===== config.mk =====
export PLATFORM = sky130hd
export DESIGN_NAME = dbg_rd_slave
export DESIGN_NICKNAME = d
export VERILOG_FILES = /design/src/rtl/dbg_rd_pkg.sv /design/src/rtl/dbg_line_sync.sv /design/src/rtl/dbg_addr_ctr.sv /design/src/rtl/dbg_rd_slave.sv
export SDC_FILE = /design/constraint.sdc
export NUM_CORES = 1
export LEC_CHECK = 0
export CAP_MARGIN = 0
export CORE_MARGIN = 2
export CORE_UTILIZATION = 46
export CTS_CLUSTER_SIZE = 14
export DETAILED_ROUTE_END_ITERATION = 7
export PLACE_DENSITY = 0.75
export SLEW_MARGIN = 0
export SYNTH_ARGS = -nofsm -noshare
export SYNTH_HDL_FRONTEND = slang
export SYNTH_SLANG_ARGS = --single-unit

===== constraint.sdc =====
create_clock -name clk -period 2.1 [get_ports clk]
set_input_delay 0.21 -clock clk [delete_from_list [all_inputs] [get_ports clk]]
set_output_delay 0.21 -clock clk [all_outputs]
set_load 0.005 [all_outputs]

===== src/rtl/dbg_rd_pkg.sv =====
package dbg_rd_pkg;
  typedef enum logic [1:0] {
    PH_IDLE = 2'd0,
    PH_HDR  = 2'd1,
    PH_DATA = 2'd2
  } dbg_phase_t;
endpackage


===== src/rtl/dbg_line_sync.sv =====
module dbg_line_sync #(
  parameter int unsigned STAGES = 2,
  parameter logic        RST_V  = 1'b1
) (
  input  logic clk,
  input  logic rst_n,
  input  logic d_i,
  output logic q_o,
  output logic q_prev_o
);
  logic [STAGES:0] pipe_q;

  always_ff @(posedge clk or negedge rst_n) begin
    if (!rst_n) pipe_q <= {(STAGES+1){RST_V}};
    else        pipe_q <= {pipe_q[STAGES-1:0], d_i};
  end

  assign q_o      = pipe_q[STAGES-1];
  assign q_prev_o = pipe_q[STAGES];
endmodule


===== src/rtl/dbg_addr_ctr.sv =====
module dbg_addr_ctr #(
  parameter int unsigned AW  = 7,
  parameter int unsigned TOP = 31
) (
  input  logic          clk,
  input  logic          rst_n,
  input  logic          load_i,
  input  logic [AW-1:0] load_val_i,
  input  logic          step_i,
  output logic [AW-1:0] addr_o
);
  localparam logic [AW-1:0] TOP_A = AW'(TOP);

  logic [AW-1:0] addr_q;

  always_ff @(posedge clk or negedge rst_n) begin
    if (!rst_n)                        addr_q <= '0;
    else if (load_i)                   addr_q <= load_val_i;
    else if (step_i && addr_q < TOP_A) addr_q <= addr_q + AW'(1);
  end

  assign addr_o = addr_q;

  // any change that is not a load is one step up from below the ceiling
  assert_addr_step_R4: assert property (@(posedge clk) disable iff (!rst_n)
    (!$stable(addr_q) && !$past(load_i)) |->
      (addr_q == $past(addr_q) + AW'(1) && $past(addr_q) < TOP_A));

  // a step at or above the ceiling leaves the address unchanged
  assert_addr_sat_R5: assert property (@(posedge clk) disable iff (!rst_n)
    (step_i && !load_i && addr_q >= TOP_A) |=> $stable(addr_q));
endmodule


===== src/rtl/dbg_rd_slave.sv =====
module dbg_rd_slave
  import dbg_rd_pkg::*;
#(
  parameter int unsigned AW       = 7,
  parameter int unsigned DW       = 8,
  parameter int unsigned ADDR_TOP = 31,
  parameter int unsigned SYNC     = 2
) (
  input  logic          clk,
  input  logic          rst_n,
  input  logic          dbg_clk_i,
  input  logic          dbg_dat_i,
  output logic          dbg_dat_o,
  output logic          dbg_dat_oe,
  output logic [AW-1:0] reg_addr_o,
  input  logic [DW-1:0] reg_data_i
);
  localparam int unsigned HDR_BITS = AW + 1;
  localparam int unsigned UNIT_MAX = (HDR_BITS > DW) ? HDR_BITS : DW;
  localparam int unsigned CW       = $clog2(UNIT_MAX + 1);
  localparam logic [CW-1:0] HDR_END = CW'(HDR_BITS);
  localparam logic [CW-1:0] DAT_END = CW'(DW);

  // synchronized lines: index 0 = debug clock, index 1 = data
  logic [1:0] raw_w, cur_w, prv_w;
  assign raw_w = {dbg_dat_i, dbg_clk_i};

  for (genvar g = 0; g < 2; g++) begin : g_sync
    dbg_line_sync #(.STAGES(SYNC), .RST_V(1'b1)) u_sync (
      .clk      (clk),
      .rst_n    (rst_n),
      .d_i      (raw_w[g]),
      .q_o      (cur_w[g]),
      .q_prev_o (prv_w[g])
    );
  end

  logic clk_s, dat_s, clk_rise, clk_fall, start_det;
  assign clk_s     = cur_w[0];
  assign dat_s     = cur_w[1];
  assign clk_rise  = cur_w[0] & ~prv_w[0];
  assign clk_fall  = ~cur_w[0] & prv_w[0];
  assign start_det = cur_w[0] & prv_w[0] & prv_w[1] & ~cur_w[1];

  dbg_phase_t    phase_q;
  logic [CW-1:0] cnt_q;
  logic [AW:0]   hdr_q;
  logic [DW-1:0] shr_q;
  logic          oe_q, dout_q;

  logic ld_addr, step_addr;
  assign ld_addr   = !start_det && phase_q == PH_HDR && clk_rise &&
                     cnt_q == HDR_END && hdr_q[0];
  assign step_addr = !start_det && phase_q == PH_DATA && clk_rise &&
                     cnt_q == DAT_END && dat_s;

  dbg_addr_ctr #(.AW(AW), .TOP(ADDR_TOP)) u_actr (
    .clk        (clk),
    .rst_n      (rst_n),
    .load_i     (ld_addr),
    .load_val_i (hdr_q[AW:1]),
    .step_i     (step_addr),
    .addr_o     (reg_addr_o)
  );

  always_ff @(posedge clk or negedge rst_n) begin
    if (!rst_n) begin
      phase_q <= PH_IDLE;
      cnt_q   <= '0;
      hdr_q   <= '0;
      shr_q   <= '0;
      oe_q    <= 1'b0;
      dout_q  <= 1'b1;
    end else if (start_det) begin
      phase_q <= PH_HDR;
      cnt_q   <= '0;
      oe_q    <= 1'b0;
    end else begin
      unique case (phase_q)
        PH_HDR: begin
          if (clk_rise) begin
            if (cnt_q < HDR_END) begin
              hdr_q <= {hdr_q[AW-1:0], dat_s};
              cnt_q <= cnt_q + CW'(1);
            end else begin
              cnt_q   <= '0;
              phase_q <= hdr_q[0] ? PH_DATA : PH_IDLE;
            end
          end
        end
        PH_DATA: begin
          if (clk_fall) begin
            if (cnt_q < DAT_END) begin
              oe_q <= 1'b1;
              if (cnt_q == '0) begin
                dout_q <= reg_data_i[DW-1];
                shr_q  <= reg_data_i << 1;
              end else begin
                dout_q <= shr_q[DW-1];
                shr_q  <= shr_q << 1;
              end
            end else begin
              oe_q <= 1'b0;
            end
          end
          if (clk_rise) begin
            if (cnt_q < DAT_END) begin
              cnt_q <= cnt_q + CW'(1);
            end else begin
              cnt_q <= '0;
              if (!dat_s) phase_q <= PH_IDLE;
            end
          end
        end
        default: begin
        end
      endcase
    end
  end

  assign dbg_dat_oe = oe_q;
  assign dbg_dat_o  = dout_q;

  // enable may rise only after a detected falling debug-clock edge
  assert_oe_after_fall_R3: assert property (@(posedge clk) disable iff (!rst_n)
    $rose(dbg_dat_oe) |-> $past(clk_fall));

  // output value holds while the debug clock stays high
  assert_hold_high_R3: assert property (@(posedge clk) disable iff (!rst_n)
    (clk_s && $past(clk_s)) |-> $stable(dbg_dat_o));

  // line released for the whole header
  assert_hdr_quiet_R2: assert property (@(posedge clk) disable iff (!rst_n)
    (phase_q == PH_HDR) |-> !dbg_dat_oe);

  // start returns to header bit zero
  assert_start_hdr_R7: assert property (@(posedge clk) disable iff (!rst_n)
    start_det |=> (phase_q == PH_HDR && cnt_q == '0 && !dbg_dat_oe));
endmodule


# Word-level counts from Yosys, hierarchy flattened
# Index checks and enable logic that the tools add are counted.
[word_totals]
out_inout_bits = 9
wordCells = 73
in_bits = 12
register_bits = 37
[op_classes]
bitwise = 9
add_sub_neg = 2
eq_ne = 8
reduce_logical = 23
n_lt_le_gt_ge = 2
muxes = 20
[ops]
columns = ["op", "n"]
rows = [
  ["two-way mux 4 bit", 4],
  ["inequality test 3 bit (second input constant)", 5],
  ["two-way mux 2 bit", 7],
  ["two-way mux 7 bit", 2],
  ["nonzero test 2 bit", 5],
  ["logical AND 1 bit", 9],
  ["two-way mux 8 bit", 1],
  ["AND reduction 4 bit", 2],
  ["adder 7 x 1 -> 7 bit (second input constant)", 1],
  ["less-than comparator 7 x 5 -> 1 bit (second input constant)", 1],
  ["AND reduction 6 bit", 1],
  ["AND 1 bit", 5],
  ["two-way mux 1 bit", 5],
  ["adder 4 x 1 -> 4 bit (second input constant)", 1],
  ["equality test 4 bit (second input constant)", 1],
  ["logical NOT 4 bit", 1],
  ["less-than comparator 4 bit (second input constant)", 1],
  ["NOT 1 bit", 4],
  ["case mux 2 bit (2 select lines)", 1],
  ["AND reduction 2 bit", 2],
  ["nonzero test 3 bit", 1],
  ["equality test 2 x 1 -> 1 bit (second input constant)", 1],
  ["equality test 2 bit (second input constant)", 1],
  ["OR reduction 2 bit", 1],
  ["logical NOT 1 bit", 1],
]

# Logic depth before layout (Yosys ltp)
[depth]
ltp_word = 11
ltp_mapped = 7
ltp_nobuf = 6

# Cells and area by module
# Synthesis repeated with hierarchy kept, for this count alone.
[unflattened]
cells_unflattened = 144
area_unflattened_um2 = 1730.4
[modules_own_cells]
columns = ["mod", "cells_each", "instances", "seq_area_each_um2", "area_per_inst_um2"]
rows = [
  ["dbg_rd_slave", 104, 1, 576.8, 1171.1],
  ["dbg_addr_ctr", 34, 1, 175.2, 401.6],
  ["dbg_line_sync", 3, 2, 78.8, 78.8],
]

# Least setup slack after synthesis
# Ideal clock, no wire load.
[synth_timing]
kind = "register to register"
startpoint = "reg g_sync[1].u_sync.pipe_q[1]"
endpoint = "reg u_actr.addr_q[3], in the netlist u_actr.addr_o[3]"
t_required_ns = 1.974
setup_slack_ns = 0.514
n_path_buf = 1
arrival_time_ns = 1.460
path_stages_with_launch = 6
period_less_slack_ns = 1.586
setup_ns = 0.126
path_cell_list = "dfstp_2 -> and4b_1 -> clkbuf_2 -> nor2_1 -> o21ai_1 -> a221o_1"
[synth_between]
elab_chain_len = 9
word_cells_on_any_way = 14
cone_classes = "1 x mux; 2 x bitwise; 11 x reduce/logical"
[synth_lines]
columns = ["item", "line_no", "text"]
rows = [
  ["from (decl)", "dbg_line_sync.sv:11", "logic [STAGES:0] pipe_q;"],
  ["from (signal assigned)", "dbg_line_sync.sv:14", "if (!rst_n) pipe_q <= {(STAGES+1){RST_V}};"],
  ["from (signal assigned)", "dbg_line_sync.sv:15", "else pipe_q <= {pipe_q[STAGES-1:0], d_i};"],
  ["NOT 1 bit", "dbg_rd_slave.sv:43", "assign start_det = cur_w[0] & prv_w[0] & prv_w[1] & ~cur_w[1];"],
  ["AND 1 bit", "dbg_rd_slave.sv:43", ""],
  ["logical NOT 1 bit", "dbg_rd_slave.sv:52, dbg_rd_slave.sv:54", ""],
  ["logical AND 1 bit (3 in series)", "dbg_rd_slave.sv:54", "assign step_addr = !start_det && phase_q == PH_DATA && clk_rise &&"],
  ["logical AND 1 bit", "dbg_rd_slave.sv:55", "cnt_q == DAT_END && dat_s;"],
  ["logical AND 1 bit", "dbg_addr_ctr.sv:19", "else if (step_i && addr_q < TOP_A) addr_q <= addr_q + AW'(1);"],
  ["nonzero test 2 bit (no source line)", "n/a", ""],
  ["to (signal assigned)", "dbg_addr_ctr.sv:18", "else if (load_i) addr_q <= load_val_i;"],
  ["to (signal assigned)", "dbg_addr_ctr.sv:19", ""],
  ["to (decl)", "dbg_addr_ctr.sv:14", "logic [AW-1:0] addr_q;"],
]
# Parallel ways exist; a longest one is shown, timed or not.
# A chain may end at the register's enable or synchronous reset.

# Worst setup path after layout
[layout_timing]
startpoint = "reg phase_q[0]"
endpoint = "reg u_actr.addr_q[3], in the netlist u_actr.addr_o[3]"
[layout_between]
elab_chain_len = 7
word_cells_on_any_way = 13
cone_classes = "2 x eq/ne; 1 x mux; 10 x reduce/logical"
[layout_lines]
columns = ["item", "line_no", "text"]
rows = [
  ["from (decl)", "dbg_rd_slave.sv:45", "dbg_phase_t phase_q;"],
  ["from (signal assigned)", "dbg_rd_slave.sv:87", "phase_q <= hdr_q[0] ? PH_DATA : PH_IDLE;"],
  ["equality test 2 bit", "dbg_rd_slave.sv:54", ""],
  ["logical AND 1 bit (3 in series)", "dbg_rd_slave.sv:54", ""],
  ["logical AND 1 bit", "dbg_rd_slave.sv:55", ""],
  ["logical AND 1 bit", "dbg_addr_ctr.sv:19", ""],
  ["nonzero test 2 bit (no source line)", "n/a", ""],
]
# Parallel ways exist; a longest one is shown, timed or not.

==> flow_summary.json <==
{
  "synthSimpleGateAreaFrac_pct": 15.1,
  "ctsLongestPathBuffers": 2,
  "period_share_pct": 85.0,
  "drv_slew": 0,
  "portBuffers": 20,
  "powerDensity_nw_per_um2": 988,
  "postCtsResizedCells": 0,
  "routabilityCongestion": 0.854,
  "cp_slowest_cell": "dfrtp_1",
  "slowest_delay_ns": 0.42,
  "vias": 1226,
  "post-dp-hpwl_mm": 2.28,
  "postRouteAntennaNets": 0,
  "ir_drop_v": 0.000508,
  "crit_buf_inv": 1,
  "synth_top_area_share_pct": 43.9,
  "cts_tree": "done",
  "num_rows": 21,
  "rsz0062_at_grt": "false",
  "overflow": 0,
  "grt_pass1_vias": 1196,
  "ys_warn_count": 0,
  "place_ws_ns": 0.370,
  "finalSetupTns_ns": 0,
  "fin_crit_ns": 1.78,
  "drtIter0Drc": 61,
  "fp.coreArea_um2": 3390,
  "grtUsageTotal_pct": 17.4,
  "worst_pin_slew_ns": 0.492,
  "fmax_ghz": 0.560,
  "synth_top_cell_by_area": "dfrtp_1",
  "synth_area_um2": 1650,
  "wl_per_cell_um": 14.0,
  "grt_start_max_net_pins": 37,
  "syn_area_per_cell_um2": 11.2,
  "routed_via_density": 5.52,
  "start_kind": "flip-flop",
  "synth_ff_type": "dfrtp_1",
  "drc": 0,
  "synth_top_family_by_area": "simple AND/OR/NAND/NOR gates",
  "htreeDepth": 2,
  "grt_antenna_before_repair": 0,
  "path_clk_slew_ns": 0.11,
  "min_path_cells": 1,
  "area.growth.synth_to_final_pct": 20.9,
  "cp_top_family": "compound AO/OA/AOI/OAI gates",
  "layout.nets": 192,
  "drive_gt1_share_pct": 17.0,
  "cp.arrival_ns": 2.01,
  "hold_violations": 0,
  "path_depth": 6,
  "cts_hold_buf": 0,
  "die_area_um2": 4090,
  "worstSkewPairLatency_ns": 0.35,
  "synth_area_leaders": "dfrtp_1, dfstp_2, mux2_2",
  "slew_headroom_pct": 67.1,
  "maxCapViolations": 0,
  "worstPathMaxFanout": 5,
  "synth-async-reset-ratio_pct": 100,
  "syn-num-nets": 165,
  "dr.pass1.iters": 5,
  "synthAdderAreaFrac_pct": 3.78,
  "synth_edf_count": 0,
  "synth_seq_area_share_pct": 55.0,
  "outcome": "completed",
  "grt_pass1_wl_mm": 5.50,
  "hold_class": "in2reg",
  "die_y_um": 64.0,
  "antenna_cells": 0,
  "post_synth_num_cell_types": 38,
  "syn_inst": 148,
  "io_pins": 21,
  "p_total_mw": 1.97,
  "cts_inserted_buffers": 5,
  "synthMuxAreaShare_pct": 10.4,
  "fin_skew_ns": 0.00984,
  "end_kind": "flip-flop",
  "fp.dieW_um": 64.0,
  "fin_area_um2": 2000,
  "synthXorXnorAreaFrac_pct": 0.530,
  "crit_type": "reg2reg",
  "initial_utilization_pct": 48.8,
  "setup_slack_ns": 0.316,
  "cts_sinks": 36,
  "post_cts_buffers": 0,
  "cts_root_buf": "clkbuf_4",
  "placed_cells": 214,
  "setup_violations": 0,
  "routed_wl_mm": 3.12,
  "required_ns": 2.33,
  "instances_no_fill": 222,
  "r2r_cells": 6,
  "cellLeakagePower_nw": 0.841,
  "placed_cell_area_um2": 1920,
  "synth_compound_area_share_pct": 12.6,
  "crit_chain": "inv_1, ha_1, and4bb_2, o21a_1, o21ai_1, a221o_1",
  "ys_ff_latch": 36
}
[synth_stat cells, drive strengths merged, types with 2 or more instances]
library cell / count
a211oi: 3
a21oi: 9
a22o: 2
buf: 2
dfrtp: 29
dfstp: 7
ha: 5
inv: 8
mux2: 9
mux2i: 7
nand2: 10
nand2b: 4
nand3: 4
nand4b: 2
nor2: 14
nor2b: 2
o21ai: 10
o22ai: 2
o2bb2ai: 2
[worst paths after layout]
path	start	end	slack [ns]
max	phase_q[0]$_DFFE_PN0P_	u_actr.addr_o[3]$_DFFE_PN0P_	0.32
min in group asynchronous	rst_n	hdr_q[1]$_DFFE_PN0P_	0.26
min reg2reg	g_sync[1].u_sync.pipe_q[0]$_DFF_PN1_	g_sync[1].u_sync.pipe_q[1]$_DFF_PN1_	0.37
max reg2reg	phase_q[0]$_DFFE_PN0P_	u_actr.addr_o[3]$_DFFE_PN0P_	0.32
min	dbg_clk_i	g_sync[0].u_sync.pipe_q[0]$_DFF_PN1_	0.25
max in group asynchronous	rst_n	g_sync[0].u_sync.pipe_q[1]$_DFF_PN1_	1.50
[cells in the final DEF (no fill, tap or decap), types with 4 or more instances in the layout]
master,Yosys,routed
a21oi_1,9,9
clkbuf_4,0,5
clkdlybuf4s50_1,0,20
dfrtp_1,29,29
dfstp_2,7,7
ha_1,5,5
inv_1,8,8
mux2_2,9,9
mux2i_1,7,7
nand2_1,10,10
nand2b_1,4,4
nand3_1,4,4
nor2_1,13,13
o21ai_0,9,9
[stage by stage]
| stage | hold slack, ns | utilization (%) |
|---|---|---|
| 2_1_floorplan | -0.0856 | - |
| 3_3_place_gp | 0.347 | 56.6 |
| 3_5_place_dp | 0.349 | 56.6 |
| 4_1_cts | 0.241 | 59.0 |
| 5_1_grt | 0.242 | 59.0 |
| 6_report | 0.251 | 59.0 |
[flip-flops by register name, indices dropped and copies added (netlist names)]
register	cells
u_actr.addr_o	7
dbg_dat_oe	1
phase_q	2
shr_q	7
hdr_q	8
dbg_dat_o	1
cnt_q	4
g_sync.u_sync.pipe_q	6
[power breakdown]
part | internal (mW) | switching [mW] | total [mW]
Clock | 0.248 | 0.239 | 0.487
Combinational | 0.267 | 0.250 | 0.517
Sequential | 0.838 | 0.133 | 0.971
Total | 1.35 | 0.622 | 1.97
[per-layer routing]
metal	part of all wire, %	global-route usage [%]
met5	0	0
met2	47	26.2
met1	46	23.5
met3	5.3	5.11
met4	2.1	7.34
[area by class of cell]
cell class	count	area, um^2
fillers	287	1390
flip-flops and latches	36	910
multi-input cells	101	699
repair buffers	23	223
well taps	46	57.6
clock inverters	3	42.5
clock buffers	5	37.5
inverters	8	30.0
[cells by family (layout without fill, tap and decap cells)]
kind of cell,count (synthesis),count (layout)
and+or+nand+nor,46,46
adders and majority gates,5,5
xor gates and xnor gates,1,1
buffers and inverters,11,39
muxes,16,16
DFF,36,36
AOI/OAI and AO/OA,33,33
Note: power is estimated with default switching activity, not from simulation.
